[config.mk]
export PLATFORM = sky130hd
export DESIGN_NAME = prio_irq_ctrl
export DESIGN_NICKNAME = d
export VERILOG_FILES = /design/src/rtl/pic_pkg.sv /design/src/rtl/pic_slot.sv /design/src/rtl/pic_arbiter.sv /design/src/rtl/prio_irq_ctrl.sv
export SDC_FILE = /design/constraint.sdc
export NUM_CORES = 1
export LEC_CHECK = 0
export CAP_MARGIN = 20
export CORE_MARGIN = 10
export CORE_UTILIZATION = 35
export DETAILED_ROUTE_END_ITERATION = 10
export MAX_ROUTING_LAYER = met4
export PLACE_DENSITY = 0.53
export SYNTH_ARGS = -nofsm -noshare
export SYNTH_HDL_FRONTEND = slang
export SYNTH_SLANG_ARGS = --single-unit
[constraint.sdc]
create_clock -name clk -period 32.2 [get_ports clk]
set_clock_uncertainty 0.1 [all_clocks]
set_input_delay 3.22 -clock clk [delete_from_list [all_inputs] [get_ports clk]]
set_output_delay 3.22 -clock clk [all_outputs]
set_load 0.02 [all_outputs]
[src/rtl/pic_pkg.sv]
package pic_pkg;

  // number of external vectors among vectors 1..upto
  function automatic int ext_count(input logic [31:0] mask, input int upto);
    int n;
    n = 0;
    for (int v = 1; v <= 31; v++)
      if (v <= upto && mask[v]) n++;
    return n;
  endfunction

  // polarity bit index of vector v: external vectors below it
  function automatic int ext_index(input logic [31:0] mask, input int v);
    return ext_count(mask, v - 1);
  endfunction

endpackage

[src/rtl/pic_slot.sv]
module pic_slot #(
  parameter int PRIO_W = 3,
  parameter bit IS_EXT = 1'b0
) (
  input  logic              clk,
  input  logic              rst_n,
  input  logic              commit,
  input  logic [PRIO_W-1:0] wr_prio,
  input  logic              src_now,
  input  logic              src_prev,
  input  logic              rise_sel,
  output logic [PRIO_W-1:0] prio_o,
  output logic              pend_o,
  output logic              act_o
);

  logic [PRIO_W-1:0] prio_q;
  logic              enabled;

  assign enabled = (prio_q != '0);
  assign prio_o  = prio_q;

  always_ff @(posedge clk or negedge rst_n) begin
    if (!rst_n)      prio_q <= '0;
    else if (commit) prio_q <= wr_prio;
  end

  generate
    if (IS_EXT) begin : g_edge
      logic pend_q;
      logic hit;
      assign hit = rise_sel ? (src_now & ~src_prev) : (~src_now & src_prev);
      always_ff @(posedge clk or negedge rst_n) begin
        if (!rst_n)              pend_q <= 1'b0;
        else if (hit && enabled) pend_q <= 1'b1;
        else if (commit)         pend_q <= 1'b0;
      end
      assign pend_o = pend_q;
      assign act_o  = pend_q & enabled;
    end else begin : g_level
      logic unused_edge_inputs;
      assign unused_edge_inputs = src_now ^ rise_sel;
      assign pend_o = 1'b0;
      assign act_o  = src_prev & enabled;
    end
  endgenerate

endmodule

[src/rtl/pic_arbiter.sv]
module pic_arbiter #(
  parameter int NUM_SRC = 28,
  parameter int PRIO_W  = 3,
  parameter int VEC_W   = 5
) (
  input  logic [NUM_SRC-1:0]             act,
  input  logic [NUM_SRC-1:0][PRIO_W-1:0] prio,
  output logic [PRIO_W-1:0]              best_lvl,
  output logic [VEC_W-1:0]               best_vec
);

  // strict greater-than keeps the lowest vector on a tie
  always_comb begin
    best_lvl = '0;
    best_vec = '0;
    for (int i = 0; i < NUM_SRC; i++) begin
      if (act[i] && (prio[i] > best_lvl)) begin
        best_lvl = prio[i];
        best_vec = VEC_W'(i + 1);
      end
    end
  end

endmodule

[src/rtl/prio_irq_ctrl.sv]
module prio_irq_ctrl
  import pic_pkg::*;
#(
  parameter int          NUM_SRC  = 28,
  parameter int          PRIO_W   = 3,
  parameter int          DATA_W   = 32,
  parameter int          ADDR_W   = 3,
  parameter logic [31:0] EXT_MASK = 32'h0C00001E
) (
  input  logic                               clk,
  input  logic                               rst_n,
  input  logic                               bus_wr,
  input  logic [ADDR_W-1:0]                  bus_addr,
  input  logic [DATA_W-1:0]                  bus_wdata,
  output logic [DATA_W-1:0]                  bus_rdata,
  input  logic [NUM_SRC-1:0]                 src_in,
  output logic [PRIO_W-1:0]                  irq_level,
  output logic [$clog2(NUM_SRC+1)-1:0]       irq_vector
);

  localparam int FIELD_W  = PRIO_W + 1;
  localparam int FPR      = DATA_W / FIELD_W;
  localparam int NUM_REG  = (NUM_SRC + FPR - 1) / FPR;
  localparam int NUM_EXT  = ext_count(EXT_MASK, NUM_SRC);
  localparam int VEC_W    = $clog2(NUM_SRC + 1);
  localparam int POL_ADDR = NUM_REG;

  logic [NUM_SRC-1:0]              src_q;
  logic [NUM_EXT-1:0]              pol_q;
  logic [NUM_SRC-1:0][PRIO_W-1:0]  prio_all;
  logic [NUM_SRC-1:0]              pend_all;
  logic [NUM_SRC-1:0]              act_all;
  logic [NUM_REG-1:0][DATA_W-1:0]  reg_img;
  logic [PRIO_W-1:0]               arb_lvl;
  logic [VEC_W-1:0]                arb_vec;

  always_ff @(posedge clk or negedge rst_n) begin
    if (!rst_n) begin
      src_q <= '0;
      pol_q <= '0;
    end else begin
      src_q <= src_in;
      if (bus_wr && bus_addr == ADDR_W'(POL_ADDR))
        pol_q <= bus_wdata[NUM_EXT-1:0];
    end
  end

  generate
    for (genvar v = 1; v <= NUM_SRC; v++) begin : g_src
      localparam int R  = (v - 1) / FPR;
      localparam int LO = DATA_W - FIELD_W * ((v - 1) % FPR + 1);
      logic commit;
      logic rise_sel;
      assign commit = bus_wr && (bus_addr == ADDR_W'(R)) && bus_wdata[LO+PRIO_W];
      if (EXT_MASK[v]) begin : g_pol
        assign rise_sel = pol_q[ext_index(EXT_MASK, v)];
      end else begin : g_nopol
        assign rise_sel = 1'b0;
      end
      pic_slot #(.PRIO_W(PRIO_W), .IS_EXT(EXT_MASK[v])) u_slot (
        .clk      (clk),
        .rst_n    (rst_n),
        .commit   (commit),
        .wr_prio  (bus_wdata[LO +: PRIO_W]),
        .src_now  (src_in[v-1]),
        .src_prev (src_q[v-1]),
        .rise_sel (rise_sel),
        .prio_o   (prio_all[v-1]),
        .pend_o   (pend_all[v-1]),
        .act_o    (act_all[v-1])
      );
    end

    for (genvar r = 0; r < NUM_REG; r++) begin : g_img
      for (genvar f = 0; f < FPR; f++) begin : g_fld
        localparam int V  = r * FPR + f + 1;
        localparam int LO = DATA_W - FIELD_W * (f + 1);
        if (V <= NUM_SRC) begin : g_used
          assign reg_img[r][LO +: FIELD_W] = {pend_all[V-1], prio_all[V-1]};
        end else begin : g_spare
          assign reg_img[r][LO +: FIELD_W] = '0;
        end
      end
    end
  endgenerate

  always_comb begin
    bus_rdata = '0;
    for (int r = 0; r < NUM_REG; r++)
      if (bus_addr == ADDR_W'(r)) bus_rdata = reg_img[r];
    if (bus_addr == ADDR_W'(POL_ADDR)) bus_rdata = DATA_W'(pol_q);
  end

  pic_arbiter #(.NUM_SRC(NUM_SRC), .PRIO_W(PRIO_W), .VEC_W(VEC_W)) u_arb (
    .act      (act_all),
    .prio     (prio_all),
    .best_lvl (arb_lvl),
    .best_vec (arb_vec)
  );

  always_ff @(posedge clk or negedge rst_n) begin
    if (!rst_n) begin
      irq_level  <= '0;
      irq_vector <= '0;
    end else begin
      irq_level  <= arb_lvl;
      irq_vector <= arb_vec;
    end
  end

endmodule

==> qor_table.md, run 1 <==
| Quantity | Reported | Unit |
|:---|:---|:---|
| Library cell contributing the largest single delay on the critical path | sky130_fd_sc_hd__dfrtp_1 | - |
| Worst hold-check path type | reg -> reg | - |
| Global-route wire length before repair | 56.2 | mm |
| Clock buffer depth | 2 | - |
| Number of max-cap violations | 0 | - |
| Setup-violating endpoint count in the final report | 8 | - |
| Detailed router's first-iteration violation count | 827 | - |
| Die height | 188 | um |
| Worst-Margin Slew | 1.07 | ns |
| Highest clock rate | 30.3 | MHz |
| Total CTS buffers | 17 | - |
| Share of synthesized flip-flops with an asynchronous set or reset | 1.00 | - |
| Sequential share of the synthesized area | 0.336 | - |
| Commonest non-fill, non-tap cell in the layout | sky130_fd_sc_hd__buf_4 | - |
| Fill cell total of the finished layout | 2549 | - |
| RSZ-0062 raised after global routing | true | - |
| Post-Syn Instances | 1086 | - |
| Combined global-route utilization of all metal layers | 0.209 | - |
| Hold buffer count at cts | 0 | - |
| Avg Inst Size Synth | 9.05 | um2 |
| Worst endpoint data arrival time | 33.27 | ns |
| DRC | 0 | - |
| Routed wire length | 36.5 | mm |
| Clock input transition at the sequential cells of the worst setup and hold paths | 0.07 | ns |
| Full die area | 35200 | um2 |
| Top library cells by usage in the layout, fill and taps aside | sky130_fd_sc_hd__buf_4 (222), sky130_fd_sc_hd__dfrtp_1 (132), sky130_fd_sc_hd__nand2_1 (125), sky130_fd_sc_hd__clkdlybuf4s50_1 (99), sky130_fd_sc_hd__mux2_2 (91) | - |
| Required arrival time at the worst endpoint | 32.43 | ns |
| Placed wire-length estimate after detailed placement | 27.6 | mm |
| CP top delay family | compound AO/OA/AOI/OAI gates | - |
| Hold_ws | 0.458 | ns |
| Flop and latch count out of synthesis | 132 | - |
| Number of buffers added on ports | 102 | - |
| GR Overflow Total | 0 | - |
| Vias in the first global route | 9781 | - |
| Final Hold Viols | 0 | - |
| Leading register cell type out of synthesis | sky130_fd_sc_hd__dfrtp_1 | - |
| Number of buffer and inverter stages on the critical path | 4 | - |
| Worst slew margin relative to its limit | 0.283 | - |
| Worst setup EP type | flip-flop | - |
| Via count of the routed design | 9757 | - |
| Placer congestion estimate | 0.901 | - |
| Clock latency on the worst-skew pair | 0.45 | ns |
| Critical Setup Path Class | reg -> reg | - |
| Portion of the clock cycle consumed by the worst path in the final layout | 1.03 | - |
| Antenna cells | 0 | - |
| Die Wd | 188 | um |
| Count of nets left with antenna violations after detail routing | 0 | - |
| Yosys warns | 0 | - |
| Fraction of final layout cells sized beyond drive strength 1 | 0.398 | - |
| Ports | 106 | - |
| Max stage delay on crit path | 0.43 | ns |
| Distinct cell type count after synthesis | 96 | - |
| Sequential standard cell area | 3300 | um2 |
| Max FO, Critical Path | 6 | - |
| Result of the run | finished with violations | - |
| Synthesized cell area | 9830 | um2 |
| CTS tree | yes | - |
| Tmin final | 33.04 | ns |
| Total Nets Final | 1506 | - |
| Violated checks | setup timing | - |
| Routed WL per cell | 20.3 | um |
| Worst setup margin | -0.844 | ns |
| Initial antenna violation count | 0 | - |
| Level count of the clock H-tree | 4 | - |
| Most frequent CP cell | sky130_fd_sc_hd__nor2_4 | - |
| Area of the multi-input gates | 7210 | um2 |
| Number of enable-type register cells in the synthesized netlist | 0 | - |
| Clock Tree Root | sky130_fd_sc_hd__clkbuf_16 | - |
| Via-per-instance ratio | 5.43 | - |
| Worst slack, placed | -1.66 | ns |
| Num rows | 61 | - |
| Pin count of the biggest net entering global routing | 82 | - |
| Startpoint Class | flip-flop | - |
| TritonRoute pass-1 iters | 5 | - |
| Setup TNS | -6.20 | ns |
| Pins Over Slew Limit | 0 | - |
| Number of sinks handled by clock tree synthesis | 132 | - |
| Core ar. | 27700 | um2 |
| P&R area growth vs syn | 47.5 | % |
| Initial Utilization | 0.355 | - |
-- cell usage after synthesis, types with 3 or more instances --
library cell                  n  area, um2
sky130_fd_sc_hd__a211oi_1     3       22.5
sky130_fd_sc_hd__a21boi_0     7       52.6
sky130_fd_sc_hd__a21boi_1     3       22.5
sky130_fd_sc_hd__a21o_1      10       75.1
sky130_fd_sc_hd__a21oi_1     68        340
sky130_fd_sc_hd__a21oi_2      5       43.8
sky130_fd_sc_hd__a22o_1       6       52.6
sky130_fd_sc_hd__a311oi_1     3       26.3
sky130_fd_sc_hd__a31oi_1     14       87.6
sky130_fd_sc_hd__a41oi_1      5       43.8
sky130_fd_sc_hd__and2_1      26        163
sky130_fd_sc_hd__and3_1       6       37.5
sky130_fd_sc_hd__buf_1        4       15.0
sky130_fd_sc_hd__buf_4        4       30.0
sky130_fd_sc_hd__clkbuf_1    18       67.6
sky130_fd_sc_hd__dfrtp_1    132       3300
sky130_fd_sc_hd__ha_1        34        425
sky130_fd_sc_hd__inv_1       48        180
sky130_fd_sc_hd__maj3_1      10        100
sky130_fd_sc_hd__mux2_2      96       1080
sky130_fd_sc_hd__mux2i_1     15        150
sky130_fd_sc_hd__mux4_2      12        270
sky130_fd_sc_hd__nand2_1    134        503
sky130_fd_sc_hd__nand2b_1     8       50.1
sky130_fd_sc_hd__nand3_1     29        145
sky130_fd_sc_hd__nand4_1     10       62.6
sky130_fd_sc_hd__nor2_1     110        413
sky130_fd_sc_hd__nor2b_1     19        119
sky130_fd_sc_hd__nor3_1      14       70.1
sky130_fd_sc_hd__nor3b_1      3       22.5
sky130_fd_sc_hd__o2111ai_1    4       35.0
sky130_fd_sc_hd__o211a_1      5       50.1
sky130_fd_sc_hd__o211ai_1    14        105
sky130_fd_sc_hd__o21a_1      15        113
sky130_fd_sc_hd__o21ai_0     64        320
sky130_fd_sc_hd__o21ai_2      5       43.8
sky130_fd_sc_hd__o21bai_1     6       45.0
sky130_fd_sc_hd__o221ai_1     4       35.0
sky130_fd_sc_hd__o22ai_1      9       56.3
sky130_fd_sc_hd__o31a_1       3       26.3
sky130_fd_sc_hd__o31ai_1     13       97.6
sky130_fd_sc_hd__or2_2       11       68.8
sky130_fd_sc_hd__or3_1        8       50.1
-- flip-flops by register name, summed over array words and instances, names as in the netlist --
name	cells
g_src.u_slot.pend_o	6
g_src.u_slot.prio_o	84
irq_level	3
irq_vector	5
pol_q	6
src_q	28
-- kinds of logic (layout without fill, tap and decap cells) --
kind of cell             Yosys count  count (layout)  share of synthesized area
AO/OA/AOI/OAI                    315             315                      0.235
adder cells (fa/ha/maj)           44              44                     0.0535
buffers and inverters             75             406                     0.0309
flip-flops                       132             132                      0.336
multiplexers                     124             124                      0.154
other                              1               3                   0.000382
AND/OR/NAND/NOR                  395             395                      0.189
-- final timing paths --
kind / start / to / slack (ns) / cells after the start
worst max-delay path: g_src[1].u_slot.pend_o / irq_level[0] / -0.84 / 200
worst min register to register: g_src[27].u_slot.pend_o / g_src[27].u_slot.pend_o / 0.46 / 1
max in group asynchronous: rst_n / g_src[7].u_slot.prio_o[1] / 28.08 / 2
min in group asynchronous: rst_n / g_src[19].u_slot.prio_o[2] / 2.73 / 1
worst max register to register: g_src[1].u_slot.pend_o / irq_level[0] / -0.84 / 200
worst min-delay path: g_src[27].u_slot.pend_o / g_src[27].u_slot.pend_o / 0.46 / 1
-- layout make-up --
class                   instances  area share
clock inverters                14      0.0138
inverters                      48      0.0124
clock buffers                  18      0.0296
multi-input cells             881       0.497
repair buffers                326       0.186
flip-flops and latches        132       0.228
well taps                     378      0.0326
-- worst reg2reg max path, delay by kind of cell (launching register included) --
family,cells,cell delay (ns)
AOI/OAI and AO/OA,86,12.44
adders and majority gates,30,7.98
DFF,1,0.43
muxes,8,2.55
and+or+nand+nor,72,8.98
buffers and inverters,4,0.42
-- stage by stage --
stage / utilization / instance area [um2] / instances
finish: 0.523 / 14500 / 1797
detailed placement: 0.460 / 12700 / 1688
global placement: 0.460 / 12700 / 1688
CTS: 0.510 / 14100 / 1782
floorplan: - / 10300 / 1088
global route: 0.523 / 14500 / 1797
-- layer usage --
| layer | track usage | routed length, um | vias up |
|---|---|---|---|
| li1 | - | - | 4658 |
| met1 | 0.269 | 16900 | 4855 |
| met5 | - | 0 | - |
| met2 | 0.341 | 17900 | 211 |
| met4 | 0.0446 | 491 | 0 |
| met3 | 0.0293 | 1230 | 33 |
-- what timing repair did --
action                                  4_1_cts  5_1_grt
resized for setup                            55       61
pin swaps                                   113       73
setup buffers                                62       15
endpoints found under the setup margin        8        8
Power of run 1 is not shown: default switching activity piles up to over one toggle a cycle in this logic, so the estimate is an artifact.
==> inputs of run 2 (changes only) <==
--- a/config.mk
+++ b/config.mk
@@ -8,6 +8,7 @@
 export CAP_MARGIN = 20
 export CORE_MARGIN = 10
 export CORE_UTILIZATION = 35
+export CTS_BUF_LIST = sky130_fd_sc_hd__clkbuf_8
 export DETAILED_ROUTE_END_ITERATION = 10
 export MAX_ROUTING_LAYER = met4
 export PLACE_DENSITY = 0.53
==> run 2 against run 1 <==
The flow still finishes with violations (setup timing). Sequential share of layout area rose by 0.27 points. Non-clock buffer count rose by 2. Design area fell by 1.2%. Cell count rose by 0.11%. Critical path depth did not move. Critical endpoint unchanged. Global-route usage fell by 0.16 points. Routed wire length fell by 0.53%. Largest cell class unchanged. Fmax barely moved. Count of clock-buffer cells in the layout fell by 1. Flip-flop and latch count did not move.
==> qor_table.md, run 2 (same netlist as run 1, synthesis figures left out) <==
| Quantity | Reported | Unit |
|:---|:---|:---|
| Combined global-route utilization of all metal layers | 0.207 | - |
| Number of sinks handled by clock tree synthesis | 132 | - |
| Routed wire length | 36.3 | mm |
| Flip-flop count of the largest register, all copies and words added | 84 | - |
| Global-route wire length before repair | 56.0 | mm |
| Count of nets left with antenna violations after detail routing | 0 | - |
| Pins Over Slew Limit | 0 | - |
| Clock input transition at the sequential cells of the worst setup and hold paths | 0.09 | ns |
| Worst endpoint data arrival time | 33.28 | ns |
| Worst setup EP type | flip-flop | - |
| Max FO, Critical Path | 6 | - |
| Initial Utilization | 0.355 | - |
| Vias in the first global route | 9758 | - |
| TritonRoute pass-1 iters | 5 | - |
| Worst-Margin Slew | 1.10 | ns |
| Total Nets Final | 1508 | - |
| Full die area | 35200 | um2 |
| Crit path capture | irq_level[0] | - |
| Antenna cells | 0 | - |
| Clock Tree Root | sky130_fd_sc_hd__clkbuf_8 | - |
| Most frequent CP cell | sky130_fd_sc_hd__nor2_4 | - |
| Worst hold-check path type | reg -> reg | - |
| Worst slew margin relative to its limit | 0.263 | - |
| CTS tree | yes | - |
| Pin count of the biggest net entering global routing | 82 | - |
| Die height | 188 | um |
| Via-per-instance ratio | 5.43 | - |
| Violated checks | setup timing | - |
| Busiest layer in global routing | met2 | - |
| Top library cells by usage in the layout, fill and taps aside | sky130_fd_sc_hd__buf_4 (224), sky130_fd_sc_hd__dfrtp_1 (132), sky130_fd_sc_hd__nand2_1 (125), sky130_fd_sc_hd__clkdlybuf4s50_1 (99), sky130_fd_sc_hd__mux2_2 (91) | - |
| GR Overflow Total | 0 | - |
| Commonest non-fill, non-tap cell in the layout | sky130_fd_sc_hd__buf_4 | - |
| Via count of the routed design | 9777 | - |
| Hold Crit Start | g_src[27].u_slot.pend_o | - |
| Level count of the clock H-tree | 4 | - |
| Placed wire-length estimate after detailed placement | 27.6 | mm |
| Total CTS buffers | 17 | - |
| Ports | 106 | - |
| RSZ-0062 raised after global routing | true | - |
| Launch point of the worst reg-to-reg path | g_src[1].u_slot.pend_o | - |
| Final core area utilization | 0.517 | - |
| Critical Setup Path Class | reg -> reg | - |
| Hold_ws | 0.461 | ns |
| DRC | 0 | - |
| Worst R2R Setup Slack | -0.81 | ns |
| Met1 capacity usage during global routing | 0.268 | - |
| Detailed router's first-iteration violation count | 752 | - |
| Highest clock rate | 30.3 | MHz |
| Setup-violating endpoint count in the final report | 8 | - |
| P&R area growth vs syn | 45.8 | % |
| Met2 layer usage reported by global route | 0.340 | - |
| Clock buffer depth | 2 | - |
| Required arrival time at the worst endpoint | 32.47 | ns |
| Placer congestion estimate | 0.901 | - |
| Depth of the worst register-to-register path | 200 | - |
| Initial antenna violation count | 0 | - |
| Die Wd | 188 | um |
| Num rows | 61 | - |
| Fraction of final layout cells sized beyond drive strength 1 | 0.399 | - |
| Library cell contributing the largest single delay on the critical path | sky130_fd_sc_hd__dfrtp_1 | - |
| Clock latency on the worst-skew pair | 0.48 | ns |
| Final Hold Viols | 0 | - |
| Number of max-cap violations | 0 | - |
| Core ar. | 27700 | um2 |
| Tmin final | 33.01 | ns |
| Routed WL per cell | 20.2 | um |
| Portion of the clock cycle consumed by the worst path in the final layout | 1.03 | - |
| CP Launch Point | g_src[1].u_slot.pend_o | - |
| End of the worst register-to-register path | irq_level[0] | - |
| Max stage delay on crit path | 0.44 | ns |
| Result of the run | finished with violations | - |
| Fill cell total of the finished layout | 2581 | - |
| Number of buffers added on ports | 102 | - |
| Startpoint Class | flip-flop | - |
| Global Route met3 Usage | 0.0269 | - |
| Worst setup margin | -0.814 | ns |
[run 2: final cells by class]
cell class | count | area (um2) | share of cell area
Clock inverter | 15 | 204 | 0.0142
Inverter | 48 | 180 | 0.0126
Multi-Input combinational cell | 881 | 7220 | 0.504
Sequential cell | 132 | 3300 | 0.231
Tap cell | 378 | 473 | 0.0330
Timing Repair Buffer | 328 | 2720 | 0.190
Clock buffer | 17 | 234 | 0.0163
[run 2: worst min path at each step]
stage | slack, ns | endpoint | cells after the start
final | 0.46 | g_src[27].u_slot.pend_o | 1
after global routing | 0.49 | pol_q[3] | 1
after CTS | 0.46 | g_src[27].u_slot.pend_o | 1
after detailed placement | 0.43 | g_src[27].u_slot.pend_o | 1
after global placement | 0.43 | g_src[27].u_slot.pend_o | 1
after floorplan | 0.39 | g_src[27].u_slot.pend_o | 1
[run 2: repair_timing]
action / 4_1_cts / 5_1_grt
hold endpoints to repair: 0 / 0
buffers inserted: 63 / 16
gates resized for setup: 56 / 61
pin swaps: 114 / 77
hold buffers: 0 / 0
endpoints found under the setup margin: 8 / 8
[run 2: critical path, delay by kind of cell (launching register included)]
| kind | cells | cell delay (ns) |
|---|---|---|
| AND/OR/NAND/NOR | 73 | 9.12 |
| buffers and inverters | 4 | 0.41 |
| flip-flops | 1 | 0.44 |
| adder cells (fa/ha/maj) | 30 | 7.78 |
| multiplexers | 8 | 2.56 |
| AO/OA/AOI/OAI | 85 | 12.50 |
[run 2: metrics by stage]
| step | instances | setup TNS [ns] | area [um2] | setup WS [ns] |
|---|---|---|---|---|
| 3_5_place_dp | 1688 | -12.83 | 12700 | -1.66 |
| 6_report | 1799 | -5.98 | 14300 | -0.814 |
| 5_1_grt | 1799 | -20.49 | 14300 | -2.63 |
| 2_1_floorplan | 1088 | 0 | 10300 | 0.0259 |
| 3_3_place_gp | 1688 | -9.29 | 12700 | -1.22 |
| 4_1_cts | 1783 | -6.60 | 13900 | -0.902 |
[run 2: metal layers]
metal	wire length [um]	up-vias
met4	401	0
met5	0	-
li1	-	4666
met1	16900	4862
met2	17800	224
met3	1230	25
Power of run 2 is left out for the same reason.
